## config.mk

```make
export PLATFORM = sky130hd
export DESIGN_NAME = dds_src_sel
export DESIGN_NICKNAME = d
export VERILOG_FILES = /design/src/rtl/dds_sel_pkg.sv /design/src/rtl/dds_par_scale.sv /design/src/rtl/dds_freq_sel.sv /design/src/rtl/dds_pa_sel.sv /design/src/rtl/dds_src_sel.sv
export SDC_FILE = /design/constraint.sdc
export NUM_CORES = 1
export LEC_CHECK = 0
export BUFFER_PORTS_ARGS = -buffer_cell sky130_fd_sc_hd__buf_4
export CORE_AREA = 2 2 133 135
export DETAILED_ROUTE_END_ITERATION = 12
export DIE_AREA = 0 0 135 137
export GPL_ROUTABILITY_DRIVEN = 0
export PLACE_DENSITY = 0.74
export SYNTH_ARGS = -nofsm -noshare
export SYNTH_HDL_FRONTEND = slang
export SYNTH_SLANG_ARGS = --single-unit
```

## constraint.sdc

```tcl
create_clock -name clk -period 5.6 [get_ports clk]
set_clock_uncertainty 0.1 [all_clocks]
set_input_delay 1.68 -clock clk [delete_from_list [all_inputs] [get_ports clk]]
set_output_delay 1.68 -clock clk [all_outputs]
set_load 0.02 [all_outputs]
```

## src/rtl/dds_sel_pkg.sv

```systemverilog
package dds_sel_pkg;

    typedef enum logic [1:0] {
        DST_FREQ  = 2'd0,
        DST_PHASE = 2'd1,
        DST_AMP   = 2'd2,
        DST_POLAR = 2'd3
    } dest_e;

    typedef enum logic [2:0] {
        SRC_PROFILE   = 3'd0,
        SRC_REG       = 3'd1,
        SRC_PAR       = 3'd2,
        SRC_PAR_POLAR = 3'd3,
        SRC_RAMP      = 3'd4,
        SRC_RAM       = 3'd5,
        SRC_SHIFTKEY  = 3'd6
    } src_e;

endpackage

```

## src/rtl/dds_par_scale.sv

```systemverilog
module dds_par_scale #(
    parameter int FTW_W  = 32,
    parameter int PAR_W  = 16,
    parameter int GAIN_W = 4
) (
    input  logic [PAR_W-1:0]  data,
    input  logic [GAIN_W-1:0] gain,
    input  logic [FTW_W-1:0]  base,
    output logic [FTW_W-1:0]  sum
);
    localparam int PAD_W = FTW_W - PAR_W;

    logic [FTW_W-1:0] wide;

    always_comb begin
        wide = {{PAD_W{1'b0}}, data} << gain;
        sum  = base + wide;
    end
endmodule

```

## src/rtl/dds_freq_sel.sv

```systemverilog
module dds_freq_sel
    import dds_sel_pkg::*;
#(
    parameter int FTW_W = 32
) (
    input  logic             ram_en,
    input  dest_e            ram_dest,
    input  logic [FTW_W-1:0] ram_word,
    input  logic             ramp_en,
    input  logic [1:0]       ramp_dest,
    input  logic [FTW_W-1:0] ramp_word,
    input  logic             par_en,
    input  dest_e            par_dest,
    input  logic [FTW_W-1:0] par_ftw,
    input  logic [FTW_W-1:0] ctl_ftw,
    input  logic [FTW_W-1:0] prof_ftw,
    output logic [FTW_W-1:0] word,
    output src_e             src
);
    always_comb begin
        if (ram_en && ram_dest == DST_FREQ) begin
            word = ram_word;
            src  = SRC_RAM;
        end else if (ramp_en && ramp_dest == 2'd0) begin
            word = ramp_word;
            src  = SRC_RAMP;
        end else if (par_en && par_dest == DST_FREQ) begin
            word = par_ftw;
            src  = SRC_PAR;
        end else if (ram_en) begin
            word = ctl_ftw;
            src  = SRC_REG;
        end else begin
            word = prof_ftw;
            src  = SRC_PROFILE;
        end
    end
endmodule

```

## src/rtl/dds_pa_sel.sv

```systemverilog
module dds_pa_sel
    import dds_sel_pkg::*;
#(
    parameter int FTW_W = 32,
    parameter int POW_W = 16,
    parameter int ASF_W = 14,
    parameter int PAR_W = 16
) (
    input  logic             ram_en,
    input  dest_e            ram_dest,
    input  logic [FTW_W-1:0] ram_word,
    input  logic             ramp_en,
    input  logic [1:0]       ramp_dest,
    input  logic [FTW_W-1:0] ramp_word,
    input  logic             par_en,
    input  dest_e            par_dest,
    input  logic [PAR_W-1:0] par_data,
    input  logic [POW_W-PAR_W/2-1:0] par_pow_lsb,
    input  logic [ASF_W-PAR_W/2-1:0] par_asf_lsb,
    input  logic             osk_en,
    input  logic [ASF_W-1:0] osk_amp,
    input  logic [POW_W-1:0] ctl_pow,
    input  logic [POW_W-1:0] prof_pow,
    input  logic [ASF_W-1:0] prof_asf,
    output logic [POW_W-1:0] pow_word,
    output src_e             pow_src,
    output logic [ASF_W-1:0] asf_word,
    output src_e             asf_src
);
    localparam int HALF_W = PAR_W / 2;

    logic ram_ph, ram_am, par_polar;

    always_comb begin
        ram_ph    = ram_en && (ram_dest == DST_PHASE || ram_dest == DST_POLAR);
        ram_am    = ram_en && (ram_dest == DST_AMP || ram_dest == DST_POLAR);
        par_polar = par_en && par_dest == DST_POLAR;
    end

    // Phase selection
    always_comb begin
        if (ram_ph) begin
            pow_word = ram_word[FTW_W-1 -: POW_W];
            pow_src  = SRC_RAM;
        end else if (ramp_en && ramp_dest == 2'd1) begin
            pow_word = ramp_word[FTW_W-1 -: POW_W];
            pow_src  = SRC_RAMP;
        end else if (par_en && par_dest == DST_PHASE) begin
            pow_word = par_data[PAR_W-1 -: POW_W];
            pow_src  = SRC_PAR;
        end else if (par_polar) begin
            pow_word = {par_data[PAR_W-1 -: HALF_W], par_pow_lsb};
            pow_src  = SRC_PAR_POLAR;
        end else if (ram_en) begin
            pow_word = ctl_pow;
            pow_src  = SRC_REG;
        end else begin
            pow_word = prof_pow;
            pow_src  = SRC_PROFILE;
        end
    end

    // Amplitude selection
    always_comb begin
        if (osk_en) begin
            asf_word = osk_amp;
            asf_src  = SRC_SHIFTKEY;
        end else if (ram_am) begin
            asf_word = (ram_dest == DST_POLAR) ? ram_word[POW_W-1 -: ASF_W]
                                               : ram_word[FTW_W-1 -: ASF_W];
            asf_src  = SRC_RAM;
        end else if (ramp_en && ramp_dest == 2'd2) begin
            asf_word = ramp_word[FTW_W-1 -: ASF_W];
            asf_src  = SRC_RAMP;
        end else if (par_en && par_dest == DST_AMP) begin
            asf_word = par_data[PAR_W-1 -: ASF_W];
            asf_src  = SRC_PAR;
        end else if (par_polar) begin
            asf_word = {par_data[HALF_W-1:0], par_asf_lsb};
            asf_src  = SRC_PAR_POLAR;
        end else begin
            asf_word = prof_asf;
            asf_src  = SRC_PROFILE;
        end
    end
endmodule

```

## src/rtl/dds_src_sel.sv

```systemverilog
module dds_src_sel
    import dds_sel_pkg::*;
#(
    parameter int FTW_W  = 32,
    parameter int POW_W  = 16,
    parameter int ASF_W  = 14,
    parameter int PAR_W  = 16,
    parameter int GAIN_W = 4,
    localparam int PLSB_W = POW_W - PAR_W / 2,
    localparam int ALSB_W = ASF_W - PAR_W / 2
) (
    input  logic              clk,
    input  logic              rst_n,
    input  logic              ram_en,
    input  logic [1:0]        ram_dest,
    input  logic [FTW_W-1:0]  ram_word,
    input  logic              ramp_en,
    input  logic [1:0]        ramp_dest,
    input  logic [FTW_W-1:0]  ramp_word,
    input  logic              par_en,
    input  logic [1:0]        par_dest,
    input  logic [GAIN_W-1:0] par_gain,
    input  logic [PAR_W-1:0]  par_data,
    input  logic [FTW_W-1:0]  par_base_ftw,
    input  logic [PLSB_W-1:0] par_pow_lsb,
    input  logic [ALSB_W-1:0] par_asf_lsb,
    input  logic              osk_en,
    input  logic [ASF_W-1:0]  osk_amp,
    input  logic [FTW_W-1:0]  ctl_ftw,
    input  logic [POW_W-1:0]  ctl_pow,
    input  logic [FTW_W-1:0]  prof_ftw,
    input  logic [POW_W-1:0]  prof_pow,
    input  logic [ASF_W-1:0]  prof_asf,
    output logic [FTW_W-1:0]  ftw_q,
    output logic [POW_W-1:0]  pow_q,
    output logic [ASF_W-1:0]  asf_q,
    output logic [2:0]        ftw_src,
    output logic [2:0]        pow_src,
    output logic [2:0]        asf_src
);
    dest_e            ram_d, par_d;
    logic [FTW_W-1:0] par_ftw, ftw_d;
    logic [POW_W-1:0] pow_d;
    logic [ASF_W-1:0] asf_d;
    src_e             ftw_s, pow_s, asf_s;
    src_e             ftw_sq, pow_sq, asf_sq;

    assign ram_d = dest_e'(ram_dest);
    assign par_d = dest_e'(par_dest);

    dds_par_scale #(.FTW_W(FTW_W), .PAR_W(PAR_W), .GAIN_W(GAIN_W)) u_scale (
        .data(par_data), .gain(par_gain), .base(par_base_ftw), .sum(par_ftw)
    );

    dds_freq_sel #(.FTW_W(FTW_W)) u_freq (
        .ram_en(ram_en), .ram_dest(ram_d), .ram_word(ram_word),
        .ramp_en(ramp_en), .ramp_dest(ramp_dest), .ramp_word(ramp_word),
        .par_en(par_en), .par_dest(par_d), .par_ftw(par_ftw),
        .ctl_ftw(ctl_ftw), .prof_ftw(prof_ftw),
        .word(ftw_d), .src(ftw_s)
    );

    dds_pa_sel #(.FTW_W(FTW_W), .POW_W(POW_W), .ASF_W(ASF_W), .PAR_W(PAR_W)) u_pa (
        .ram_en(ram_en), .ram_dest(ram_d), .ram_word(ram_word),
        .ramp_en(ramp_en), .ramp_dest(ramp_dest), .ramp_word(ramp_word),
        .par_en(par_en), .par_dest(par_d), .par_data(par_data),
        .par_pow_lsb(par_pow_lsb), .par_asf_lsb(par_asf_lsb),
        .osk_en(osk_en), .osk_amp(osk_amp),
        .ctl_pow(ctl_pow), .prof_pow(prof_pow), .prof_asf(prof_asf),
        .pow_word(pow_d), .pow_src(pow_s), .asf_word(asf_d), .asf_src(asf_s)
    );

    always_ff @(posedge clk) begin
        if (!rst_n) begin
            ftw_q  <= '0;
            pow_q  <= '0;
            asf_q  <= '0;
            ftw_sq <= SRC_PROFILE;
            pow_sq <= SRC_PROFILE;
            asf_sq <= SRC_PROFILE;
        end else begin
            ftw_q  <= ftw_d;
            pow_q  <= pow_d;
            asf_q  <= asf_d;
            ftw_sq <= ftw_s;
            pow_sq <= pow_s;
            asf_sq <= asf_s;
        end
    end

    assign ftw_src = ftw_sq;
    assign pow_src = pow_sq;
    assign asf_src = asf_sq;


    ram_freq_chk: assert property (@(posedge clk) disable iff (!rst_n)
        (ram_en && ram_dest == 2'd0) |=> (ftw_src == 3'd5 && ftw_q == $past(ram_word)));


    osk_win_chk: assert property (@(posedge clk) disable iff (!rst_n)
        osk_en |=> (asf_src == 3'd6 && asf_q == $past(osk_amp)));


    ram_polar_chk: assert property (@(posedge clk) disable iff (!rst_n)
        (ram_en && ram_dest == 2'd3 && !osk_en) |=>
        (pow_q == $past(ram_word[31:16]) && asf_q == $past(ram_word[15:2])));


    ramp_none_chk: assert property (@(posedge clk) disable iff (!rst_n)
        (ramp_en && ramp_dest == 2'd3 && !ram_en && !par_en && !osk_en) |=>
        (ftw_src == 3'd0 && pow_src == 3'd0 && asf_src == 3'd0));


    src_range_chk: assert property (@(posedge clk) disable iff (!rst_n)
        (ftw_src != 3'd3 && ftw_src != 3'd6 && ftw_src != 3'd7 &&
         pow_src != 3'd6 && pow_src != 3'd7 && asf_src != 3'd1 && asf_src != 3'd7));
endmodule

```

# After elaboration in Yosys (flattened, before gate mapping)
# Cells that the tools add are included.
totals:
  regBits: 71
  latchBits: 0
  mem_bits_rw: 0
  romBits: 0
  inputBits: 266
  memories: 0
classes:
  add_sub_neg: 1
  multipliers: 0
  div: 0
  order_cmp: 0
  eq_ne: 8
  shift: 1
  muxes: 28
  bitwise_logic: 1
  n_reduce_logical: 18
ops:
  columns: ["cell", "count"]
  rows:
  - ["$mux W32", 4]
  - ["$mux W14", 6]
  - ["$mux W16", 5]
  - ["$add A32 B32 Y32", 1]
  - ["$shl A16 B4 Y32", 1]
  - ["$mux W3", 10]
  - ["$eq A2 B2 Y1 const B", 5]
  - ["$logic_and A1 B1 Y1", 10]
  - ["$eq A2 B1 Y1 const B", 3]
  - ["$logic_not A2 Y1", 3]
  - ["$reduce_or A3 Y1", 2]
  - ["$mux W2", 2]
  - ["$logic_or A1 B1 Y1", 2]
  - ["$reduce_or A2 Y1", 1]
  - ["$mux W1", 1]
  - ["$not A1 Y1", 1]

# Longest topological paths before layout
logic_depth:
  word_depth: 7
  depth_mapped: 18

# By module
# From an unflattened synthesis, not the netlist that was laid out.
hier_totals:
  cells_unflattened: 956
  hier_area_um2: 7971.4
modules_own_cells:
  columns: ["mod", "n_inst", "cells_per_inst", "area_per_inst_um2"]
  rows:
  - ["dds_par_scale", 1, 363, 2565.0]
  - ["dds_src_sel", 1, 149, 1989.4]
  - ["dds_freq_sel", 1, 201, 1712.9]
  - ["dds_pa_sel", 1, 243, 1704.1]

# Worst setup path after synthesis
# OpenSTA, ideal clock, no wires.
synth_path:
  kind: "input port to flip-flop"
  start: "in par_gain[0]"
  end: "reg ftw_q[20]"
  setup_ns: 0.121
  arrival_ns: 5.037
  t_required_ns: 5.379
  path_slack_ns: 0.342
  stages: 15
  n_path_buf: 3
  cell_sequence: "clkbuf_1 > clkbuf_1 > mux4_2 > mux2i_1 > o22ai_1 > ha_1 > buf_2 > a21o_1 > and2_1 > o311ai_4 > a21oi_2 > o31a_2 > o32a_1 > o21ai_1 > o21ai_1"
synth_via:
  elab_chain_cells: 5
synth_rtl:
  columns: ["element", "line", "text"]
  rows:
  - ["from (decl)", "dds_src_sel.sv:22", "input logic [GAIN_W-1:0] par_gain,"]
  - ["$shl A16 B4 Y32", "dds_par_scale.sv:16", "wide = {{PAD_W{1'b0}}, data} << gain;"]
  - ["$add A32 B32 Y32", "dds_par_scale.sv:17", "sum = base + wide;"]
  - ["$mux W32", "dds_freq_sel.sv:27", "end else if (par_en && par_dest == DST_FREQ) begin"]
  - ["$mux W32", "dds_freq_sel.sv:24", "end else if (ramp_en && ramp_dest == 2'd0) begin"]
  - ["$mux W32", "dds_freq_sel.sv:21", "if (ram_en && ram_dest == DST_FREQ) begin"]
  - ["to (signal assigned)", "dds_src_sel.sv:82", "ftw_q <= ftw_d;"]
  - ["to (decl)", "dds_src_sel.sv:34", "output logic [FTW_W-1:0] ftw_q,"]
# No other way between the ends.
# A chain may end at the register's enable or synchronous reset.

# Worst setup path in the final report
layout_path:
  start: "in par_gain[0]"
  end: "reg ftw_q[31]"
# The elaborated chain is that of the path after synthesis.

==> run summary <==
clk sinks: 71
Clk pin slew, worst setup/hold paths: 0.06 ns
Syn Nets: 1286
worst vdd ir: 0.0001425 V
hold path endpoint: asf_q[6]
Post-CTS Resized: 0
Max Cap Viol: 0
core area: 17060 µm²
FP Rows: 48
most common cell in the netlist: nand2_1
period utilisation layout: 0.8880
CP Capture Type: flip-flop
Residual DRC: 0
hpwl dp: 27650 µm
Initial DRC Count: 1148
crit path DAT: 5.09 ns
final setup fails: 0
register area share after synthesis: 0.1957
Ports: 337
Static Leak: 4.873 nW
largest net degree at the start of global routing: 79
Num CTS Buffers: 9
Post-CTS Setup Inserts: 0
hold_buf cts: 0
fmax: 201.1 MHz
P&R area growth vs syn: 39.59%
slowest CP cell: or3_1
setup ws final: 0.6272 ns
layout filler cell count: 1609
DR vias: 9085
Post-synth EDFFs: 0
first-pass GRT wire length: 48610 µm
CTS root buffer: clkbuf_16
Synth top cells by count: 118 x nand2_1, 97 x a21oi_1, 95 x mux2i_1
initial antenna violation count: 1
Die Width: 135 µm
ANT nets after route: 0
startpoint types: input port
via count of the first global-routing pass: 8217
total global-route track usage: 0.3500
Net count, final: 1562
Crit Path Max Fanout: 25
gr ovfl total: 0
top_reg_cell synth: dfxtp_1
Yosys top cell by area: dfxtp_1
critical path cell sequence: buf_4, mux2_2, o21ai_0, o21ai_0, nor2_1, a21oi_1, ha_1, nand4_1, nor3_1, a21oi_1, a21bo_2, or3_1, a31oi_1, mux2i_1, nand2_1
Post-Syn Instances: 988
Port-buffer cells: 336
post-synth top area share: 0.1957
routed wire length per instance: 22.71 µm
H-tree depth: 3
layout cells sized above 1: 0.3018
RSZ-0062 raised after global routing: false
Power Density: 208.8 nW/µm²
Final Max Tran Viols: 0
Req. time, crit path: 5.72 ns
Total Power: 2.117 mW
Max Root-Sink Buffers: 2
Place WS: 0.3605 ns
Chip Height: 137 µm
Vias/cell: 6.081
post-route minimum period: 4.973 ns
setup TNS: 0 ns
final hold vios: 0
ranking of synthesized cells by area: dfxtp_1 20%, mux2i_1 13%, a21oi_1 6.7%, a211oi_1 6.5%, nand2_1 6.1%
status: finished, final reports clean
library cells used by synthesis: 66
relative slew slack: 0.2891
Setup CP Type: input port to flip-flop
Worst Hold Class: input port to flip-flop
hold wc startpoint: osk_amp[6]
max incr delay on CP: 0.42 ns
FF+latch count, synth: 71
Avg Cell Area, Syn: 7.351 µm²
Worst Tran Pin Value: 1.064 ns
worst hold path depth: 3
initial core utilization: 0.4258
Antenna Cells: 0
final wirelength: 33940 µm
die area: 18500 µm²
Post-Syn Area: 7263 µm²
Ys Warns: 0
TritonCTS clock tree: done
asr flop ratio synth: 0
drt pass-1 iters: 6
worst max path at each step:
| stage | from | to | slack [ns] | cells after the start |
|---|---|---|---|---|
| floorplan | par_gain[0] | ftw_q[20] | 0.34 | 15 |
| global placement | par_gain[0] | ftw_q[31] | 0.43 | 15 |
| detailed placement | par_gain[0] | ftw_q[20] | 0.36 | 13 |
| CTS | par_gain[0] | ftw_q[20] | 0.71 | 13 |
| global route | par_gain[0] | ftw_q[26] | 0.40 | 13 |
| finish | par_gain[0] | ftw_q[31] | 0.63 | 15 |
through the flow:
step / instance area (µm²) / hold slack [ns] / cells / utilization
3_3_place_gp: 9838 / 1.834 / 1478 / 0.5768
5_1_grt: 10140 / 1.502 / 1494 / 0.5944
4_1_cts: 10140 / 1.495 / 1494 / 0.5944
3_5_place_dp: 9838 / 1.840 / 1478 / 0.5768
6_report: 10140 / 1.495 / 1494 / 0.5944
2_1_floorplan: 7263 / 1.706 / 988 / -
kinds of logic (layout without fill, tap and decap cells):
| group | count (synthesis) | after routing | share of synthesized area |
|---|---|---|---|
| compound gates | 358 | 358 | 0.3328 |
| mux | 100 | 100 | 0.1418 |
| fa+ha+maj | 32 | 32 | 0.05616 |
| flops | 71 | 71 | 0.1957 |
| xor+xnor | 18 | 18 | 0.02171 |
| buf+inv | 95 | 376 | 0.04996 |
| simple gates | 314 | 314 | 0.2019 |
metal layers:
metal / global-route usage / part of all wire
met1: 0.4469 / 0.38
met2: 0.5685 / 0.45
met3: 0.06926 / 0.11
met5: 0 / 0.00044
met4: 0.1644 / 0.055
layout by cell type, fill, tap and decap left out, drive strengths merged, types with 11 or more instances in the layout:
cell type / synthesis / layout
o21ai: 62 / 62
ha: 31 / 31
a21o: 14 / 14
clkbuf: 61 / 11
xnor2: 14 / 14
a31oi: 11 / 11
nand2: 118 / 118
o211ai: 27 / 27
dfxtp: 71 / 71
o211a: 22 / 22
nor2: 75 / 75
nand3: 19 / 19
nor2b: 33 / 33
a211oi: 64 / 64
buf: 19 / 345
nor3: 20 / 20
mux2i: 95 / 95
inv: 15 / 15
and2: 14 / 14
a21oi: 99 / 99
area by class of cell:
| type | instances | area [µm²] | share of cell area |
|---|---|---|---|
| clock buffer | 11 | 242.7 | 0.02394 |
| clock inverter | 5 | 57.56 | 0.005677 |
| inverter | 15 | 56.30 | 0.005553 |
| multi-input combinational | 822 | 5489 | 0.5414 |
| sequential | 71 | 1421 | 0.1402 |
| tap | 225 | 281.5 | 0.02777 |
| timing repair buffer | 345 | 2590 | 0.2555 |
critical path: cells and delay by family:
kind	cells	cell delay, ns
compound gates	6	1.22
simple gates	5	0.88
mux	2	0.65
fa+ha+maj	1	0.38
buf+inv	1	0.28
sequential cells by signal (all words and copies together) (netlist names):
name / count
asf_q: 14
pow_q: 16
pow_src: 3
ftw_q: 32
ftw_src: 3
asf_src: 3
power breakdown:
group	internal [mW]	switching (mW)	total, mW
Sequential	0.551	0.0173	0.568
Combinational	0.408	0.555	0.964
Clock	0.356	0.229	0.585
Total	1.32	0.802	2.12
Power figures use the tool's default switching activity.
